`src/rtl/pit_pkg.sv`:
```
package pit_pkg;

   typedef enum logic {
      PIT_RATE   = 1'b0,
      PIT_SQUARE = 1'b1
   } pit_mode_e;

   // control word fields
   localparam int CTL_LATCH_BIT = 7;
   localparam int CTL_MODE_BIT  = 0;

endpackage

```
`src/rtl/pit_host_regs.sv`:
```
module pit_host_regs
   import pit_pkg::*;
#(
   parameter int CNT_W  = 16,
   parameter int BYTE_W = 8
) (
   input  logic              clk,
   input  logic              rst_n,
   input  logic              host_wr,
   input  logic              host_rd,
   input  logic              host_addr,
   input  logic [BYTE_W-1:0] host_wdata,
   input  logic [CNT_W-1:0]  live_cnt,
   output logic [BYTE_W-1:0] host_rdata,
   output pit_mode_e         mode,
   output logic [CNT_W-1:0]  init_cnt,
   output logic              load_strobe,
   output logic              stop_strobe,
   output logic              latched,
   output logic [CNT_W-1:0]  snap_cnt
);

   localparam int NB    = CNT_W / BYTE_W;
   localparam int IDX_W = (NB > 1) ? $clog2(NB) : 1;
   localparam logic [IDX_W-1:0] LAST_IDX = IDX_W'(NB - 1);

   if (BYTE_W < 1 || (CNT_W % BYTE_W) != 0 || NB < 2) begin : g_bad_width
      $error("pit_host_regs: CNT_W must be a multiple of BYTE_W, at least two bytes");
   end
   if (BYTE_W <= CTL_LATCH_BIT) begin : g_bad_byte
      $error("pit_host_regs: BYTE_W too narrow for the control word");
   end

   logic [IDX_W-1:0]  wr_idx_q, rd_idx_q;
   logic [CNT_W-1:0]  stage_q, stage_nx, init_q, snap_q;
   logic              latched_q;
   pit_mode_e         mode_q;
   logic              ctl_wr, dat_wr, dat_rd, latch_cmd, mode_cmd;
   logic [CNT_W-1:0]  rd_src;
   logic [BYTE_W-1:0] rd_bytes [NB];

   assign ctl_wr    = host_wr &&  host_addr;
   assign dat_wr    = host_wr && !host_addr;
   assign dat_rd    = host_rd && !host_addr;
   assign latch_cmd = ctl_wr &&  host_wdata[CTL_LATCH_BIT];
   assign mode_cmd  = ctl_wr && !host_wdata[CTL_LATCH_BIT];

   always_comb begin
      stage_nx = stage_q;
      stage_nx[wr_idx_q*BYTE_W +: BYTE_W] = host_wdata;
   end

   assign rd_src = latched_q ? snap_q : live_cnt;

   for (genvar b = 0; b < NB; b++) begin : g_rd_byte
      assign rd_bytes[b] = rd_src[b*BYTE_W +: BYTE_W];
   end

   assign host_rdata = host_addr ? '0 : rd_bytes[rd_idx_q];

   always_ff @(posedge clk or negedge rst_n) begin
      if (!rst_n) begin
         wr_idx_q  <= '0;
         rd_idx_q  <= '0;
         stage_q   <= '0;
         init_q    <= '0;
         snap_q    <= '0;
         latched_q <= 1'b0;
         mode_q    <= PIT_RATE;
      end else if (mode_cmd) begin
         mode_q    <= pit_mode_e'(host_wdata[CTL_MODE_BIT]);
         wr_idx_q  <= '0;
         rd_idx_q  <= '0;
         latched_q <= 1'b0;
      end else if (latch_cmd) begin
         if (!latched_q) begin
            latched_q <= 1'b1;
            snap_q    <= live_cnt;
            rd_idx_q  <= '0;
         end
      end else if (dat_wr) begin
         stage_q <= stage_nx;
         if (wr_idx_q == LAST_IDX) begin
            wr_idx_q <= '0;
            init_q   <= stage_nx;
         end else begin
            wr_idx_q <= wr_idx_q + 1'b1;
         end
      end else if (dat_rd) begin
         if (rd_idx_q == LAST_IDX) begin
            rd_idx_q  <= '0;
            latched_q <= 1'b0;
         end else begin
            rd_idx_q <= rd_idx_q + 1'b1;
         end
      end
   end

   assign load_strobe = dat_wr && (wr_idx_q == LAST_IDX);
   assign stop_strobe = mode_cmd;
   assign mode        = mode_q;
   assign init_cnt    = init_q;
   assign latched     = latched_q;
   assign snap_cnt    = snap_q;

endmodule

```
`src/rtl/pit_down_counter.sv`:
```
module pit_down_counter
   import pit_pkg::*;
#(
   parameter int CNT_W = 16
) (
   input  logic             clk,
   input  logic             rst_n,
   input  logic             tick,
   input  pit_mode_e        mode,
   input  logic [CNT_W-1:0] init_cnt,
   input  logic             load_strobe,
   input  logic             stop_strobe,
   output logic [CNT_W-1:0] cnt,
   output logic             chan_out,
   output logic             running
);

   if (CNT_W < 2) begin : g_bad_cnt
      $error("pit_down_counter: CNT_W must be at least 2");
   end

   localparam logic [CNT_W-1:0] ONE = CNT_W'(1);
   localparam logic [CNT_W-1:0] TWO = CNT_W'(2);

   logic [CNT_W-1:0] cnt_q, hi_load, lo_load, first_load;
   logic             out_q, run_q, pend_q;

   // square mode keeps every pass even; an odd count gives the high half
   // the extra enable
   assign hi_load    = init_cnt[0] ? init_cnt + ONE : init_cnt;
   assign lo_load    = init_cnt[0] ? init_cnt - ONE : init_cnt;
   assign first_load = (mode == PIT_SQUARE) ? hi_load : init_cnt;

   always_ff @(posedge clk or negedge rst_n) begin
      if (!rst_n) begin
         cnt_q  <= '0;
         out_q  <= 1'b1;
         run_q  <= 1'b0;
         pend_q <= 1'b0;
      end else if (stop_strobe) begin
         out_q  <= 1'b1;
         run_q  <= 1'b0;
         pend_q <= 1'b0;
      end else begin
         if (load_strobe) begin
            pend_q <= 1'b1;
         end else if (tick) begin
            pend_q <= 1'b0;
         end

         if (tick) begin
            if (pend_q) begin
               run_q <= 1'b1;
               out_q <= 1'b1;
               cnt_q <= first_load;
            end else if (run_q) begin
               if (mode == PIT_RATE) begin
                  if (cnt_q == ONE) begin
                     cnt_q <= init_cnt;
                     out_q <= 1'b1;
                  end else begin
                     cnt_q <= cnt_q - ONE;
                     if (cnt_q == TWO) begin
                        out_q <= 1'b0;
                     end
                  end
               end else begin
                  if (cnt_q == TWO) begin
                     out_q <= ~out_q;
                     cnt_q <= out_q ? lo_load : hi_load;
                  end else begin
                     cnt_q <= cnt_q - TWO;
                  end
               end
            end
         end
      end
   end

   assign cnt      = cnt_q;
   assign chan_out = out_q;
   assign running  = run_q;

endmodule

```
`src/rtl/pit_rise_pulse.sv`:
```
module pit_rise_pulse (
   input  logic clk,
   input  logic rst_n,
   input  logic sig_in,
   output logic pulse
);

   logic prev_q;

   always_ff @(posedge clk or negedge rst_n) begin
      if (!rst_n) begin
         prev_q <= 1'b1;
      end else begin
         prev_q <= sig_in;
      end
   end

   assign pulse = sig_in & ~prev_q;

endmodule

```
`src/rtl/pit_channel.sv`:
```
module pit_channel
   import pit_pkg::*;
#(
   parameter int CNT_W  = 16,
   parameter int BYTE_W = 8
) (
   input  logic              clk,
   input  logic              rst_n,
   input  logic              tick,
   input  logic              host_wr,
   input  logic              host_rd,
   input  logic              host_addr,
   input  logic [BYTE_W-1:0] host_wdata,
   output logic [BYTE_W-1:0] host_rdata,
   output logic              chan_out,
   output logic              irq
);

   pit_mode_e        mode_w;
   logic [CNT_W-1:0] init_w, live_w, snap_w;
   logic             load_w, stop_w, latched_w, running_w;

   pit_host_regs #(.CNT_W(CNT_W), .BYTE_W(BYTE_W)) u_regs (
      .clk         (clk),
      .rst_n       (rst_n),
      .host_wr     (host_wr),
      .host_rd     (host_rd),
      .host_addr   (host_addr),
      .host_wdata  (host_wdata),
      .live_cnt    (live_w),
      .host_rdata  (host_rdata),
      .mode        (mode_w),
      .init_cnt    (init_w),
      .load_strobe (load_w),
      .stop_strobe (stop_w),
      .latched     (latched_w),
      .snap_cnt    (snap_w)
   );

   pit_down_counter #(.CNT_W(CNT_W)) u_cnt (
      .clk         (clk),
      .rst_n       (rst_n),
      .tick        (tick),
      .mode        (mode_w),
      .init_cnt    (init_w),
      .load_strobe (load_w),
      .stop_strobe (stop_w),
      .cnt         (live_w),
      .chan_out    (chan_out),
      .running     (running_w)
   );

   pit_rise_pulse u_irq (
      .clk    (clk),
      .rst_n  (rst_n),
      .sig_in (chan_out),
      .pulse  (irq)
   );

endmodule

```
`config.mk`:
```
export PLATFORM = sky130hd
export DESIGN_NAME = pit_channel
export DESIGN_NICKNAME = d
export VERILOG_FILES = /design/src/rtl/pit_pkg.sv /design/src/rtl/pit_host_regs.sv /design/src/rtl/pit_down_counter.sv /design/src/rtl/pit_rise_pulse.sv /design/src/rtl/pit_channel.sv
export SDC_FILE = /design/constraint.sdc
export NUM_CORES = 1
export LEC_CHECK = 0
export BUFFER_PORTS_ARGS = -buffer_cell sky130_fd_sc_hd__buf_2
export CAP_MARGIN = 20
export CORE_MARGIN = 2
export CORE_UTILIZATION = 55
export DETAILED_ROUTE_END_ITERATION = 10
export PLACE_DENSITY = 0.77
export SLEW_MARGIN = 20
export SYNTH_ARGS = -nofsm -noshare
export SYNTH_HDL_FRONTEND = slang
export SYNTH_SLANG_ARGS = --single-unit
export TNS_END_PERCENT = 20
```
`constraint.sdc`:
```
create_clock -name clk -period 3.1 [get_ports clk]
set_input_delay 0.62 -clock clk [delete_from_list [all_inputs] [get_ports clk]]
set_output_delay 0.62 -clock clk [all_outputs]
set_load 0.005 [all_outputs]
```
==> flow_summary.ini <==
[run_status]
outcome = completed

[sta]
hold_viol = 0
layout_min_cycle_time_ns = 2.78
max_freq_mhz = 360
fin_skew_ns = 0.00972
fin_crit_sh = 0.896
maxSlewViolCount = 0
rsz0062_at_grt = no
tns_ns = 0
setup_viol = 0
worstMarginPinSlew_ns = 0.752
relSlewSlack = 0.492
setup_ws_ns = 0.323

[synth]
yosys.cell_types.count = 71
netlist_instances = 526
ys.flop_type = dfrtp_1
syn_area_um2 = 4610
synth_area_per_cell_um2 = 8.77
yosysSeqAreaShare = 0.348
synth-edff-count = 0
yosysWarnings = 0
syn_nets = 549
synth_top_area_frac = 0.336
ys_top_cells_by_area = dfrtp_1, nand2_1, mux2_2
ys_ff_latch = 64
async_flop_share = 1.00
synth_top_area_cell = dfrtp_1

[power_and_ir_drop]
combPwrFrac = 0.428
switching_share = 0.419
pwr-share-seq = 0.357
power_leakage_nw = 2.10
pwr-share-clk = 0.214
p_switching_mw = 1.84
internal_power_mw = 2.55
total_power_mw = 4.38
cellPowerDensity_nw_per_um2 = 852
irDropWorstVdd_mv = 0.498

[clock_network]
post_cts_resize_count = 0
cts.sink_count = 64
hold_buffers = 0
clockBufferDepth = 2
clkTransAtPathRegs_ns = 0.08
post_cts_buffers = 0
cts_root_buf = clkbuf_8
cts_buffers = 9
htree_levels = 3
clock_latency_ns = 0.36
cts_tree = built

[global_routing]
track_usage = 0.338
grt-ovfl-total = 0
grt_antenna_before_repair = 0
grt_pass1_vias = 4166
grt_max_degree = 26
grt_pass1_wl_um = 22800

[place]
place.gp.congestion = 1.05
place_inst = 637
io_buffer_count = 23
hpwlAfterDp_um = 10600
place_ws_ns = 0.457

[detailed_routing]
ant_nets = 0
wirelength_um = 14500
dr.first_iter.drc_count = 595
first_pass_iters = 7
route.detailed.wl_per_inst_um = 22.2
vias = 4346
drc_errors = 0
via_per_inst = 6.66

[setup_path]
crit_path_start = u_cnt.cnt[1]
worstPathMaxFanout = 8
crit_type = reg2reg
startpoint_type = flip-flop
cpMaxStageDelayCell = or3b_2
crit_arrival_ns = 3.05
path_common_cell = o221ai_1
crit_chain = inv_1 -> ha_1 -> or3b_2 -> nor4_1 -> o22ai_1 -> a31oi_1 -> o221ai_1 -> o221ai_1
critPathCaptureType = flip-flop
crit_path_max_incr_delay_ns = 0.55
reg2reg_from = u_cnt.cnt[1]
cp.required_ns = 3.37

[final_layout]
final_common_cell = nand2_1
n_fill_cell = 687
regArea_um2 = 1600
multiInputGateArea_um2 = 2770
finalNetCount = 566
diodes = 0
area_growth_pct = 11.5
final_cell_mix = nand2_1, dfrtp_1, buf_4, a21oi_1, nor2_1
post_route_cells_drive_above_1_share = 0.210
fin_cells = 653

[min_path]
hold_class = in2async

[job]
max-cap-violations = 0

[die]
start_util = 0.564
chipWidth_um = 95.6
ioPinCount = 24
core_um2 = 8180
die_area_um2 = 9130
die_h_um = 95.6
rows = 33
## flip-flops by register name, indices dropped and copies added (netlist names)
name	cells
u_regs.latched	1
u_regs.init_cnt	16
u_regs.mode	1
u_cnt.pend_q	1
u_cnt.chan_out	1
u_regs.stage_q	8
u_cnt.cnt	16
u_regs.wr_idx_q	1
u_regs.snap_cnt	16
u_regs.rd_idx_q	1
u_cnt.running	1
u_irq.prev_q	1
## cells by family after synthesis
group                      count (synthesis)  synth area share
and+or+nand+nor                          214             0.242
AOI/OAI and AO/OA                        117             0.174
DFF                                       64             0.348
buffers and inverters                     58            0.0534
muxes                                     34             0.101
xor gates and xnor gates                  30            0.0570
adders and majority gates                  9            0.0244
## routing by layer
| metal | track usage | wire length (um) | up-vias |
|---|---|---|---|
| li1 | - | - | 1958 |
| met3 | 0.0798 | 1130 | 58 |
| met5 | 0 | 0 | - |
| met4 | 0.157 | 705 | 0 |
| met2 | 0.515 | 6530 | 234 |
| met1 | 0.455 | 6120 | 2096 |
## cell usage after synthesis (8+ instances only)
library cell,instances
nor2b_1,11
nor2_1,26
mux4_2,8
nand2_1,76
inv_1,8
nor4_1,9
nand3_1,18
xor2_1,12
mux2_2,22
ha_1,9
o22ai_1,9
clkbuf_1,40
dfrtp_1,62
xnor2_1,18
o21ai_0,21
nor3_1,25
a21oi_1,27
nor3b_1,8
## per-stage QoR
stage / instance area, um2 / utilization / hold WS [ns]
6_report: 5140 / 0.629 / 0.261
2_1_floorplan: 4610 / - / 0.324
3_5_place_dp: 4890 / 0.598 / 0.455
5_1_grt: 5140 / 0.629 / 0.309
4_1_cts: 5140 / 0.629 / 0.287
3_3_place_gp: 4890 / 0.598 / 0.445
## worst max-delay path: cells and delay by family, from the launching register on
kind,cells,cell delay [ns]
flip-flops,1,0.49
AND/OR/NAND/NOR,2,0.82
adder cells (fa/ha/maj),1,0.21
AO/OA/AOI/OAI,4,0.97
buffers and inverters,1,0.20
## power by group through the flow
| stage | registers (mW) | logic (mW) | clock network [mW] |
|---|---|---|---|
| floorplan | 1.28 | 1.47 | 0 |
| global placement | 1.53 | 1.80 | 0 |
| detailed placement | 1.56 | 1.82 | 0 |
| CTS | 1.55 | 1.84 | 0.944 |
| global route | 1.61 | 2.02 | 0.979 |
| finish | 1.57 | 1.88 | 0.938 |
## worst paths after layout
path	endpoint	slack, ns	cells past startpoint
worst min-delay path	u_cnt.cnt[7]	0.26	1
worst min register to register	u_regs.init_cnt[4]	0.48	2
max in group asynchronous	u_irq.prev_q	2.07	2
worst max-delay path	u_cnt.cnt[10]	0.32	8
worst max register to register	u_cnt.cnt[10]	0.32	8
min in group clk	u_regs.init_cnt[11]	0.46	3
## cell type report
type | instances | share of cell area
sequential | 64 | 0.312
timing repair buffer | 55 | 0.0691
tap | 105 | 0.0255
multi-input combinational | 404 | 0.538
clock buffer | 10 | 0.0268
clock inverter | 6 | 0.0224
inverter | 9 | 0.00657
Note: power is estimated with default switching activity, not from simulation.
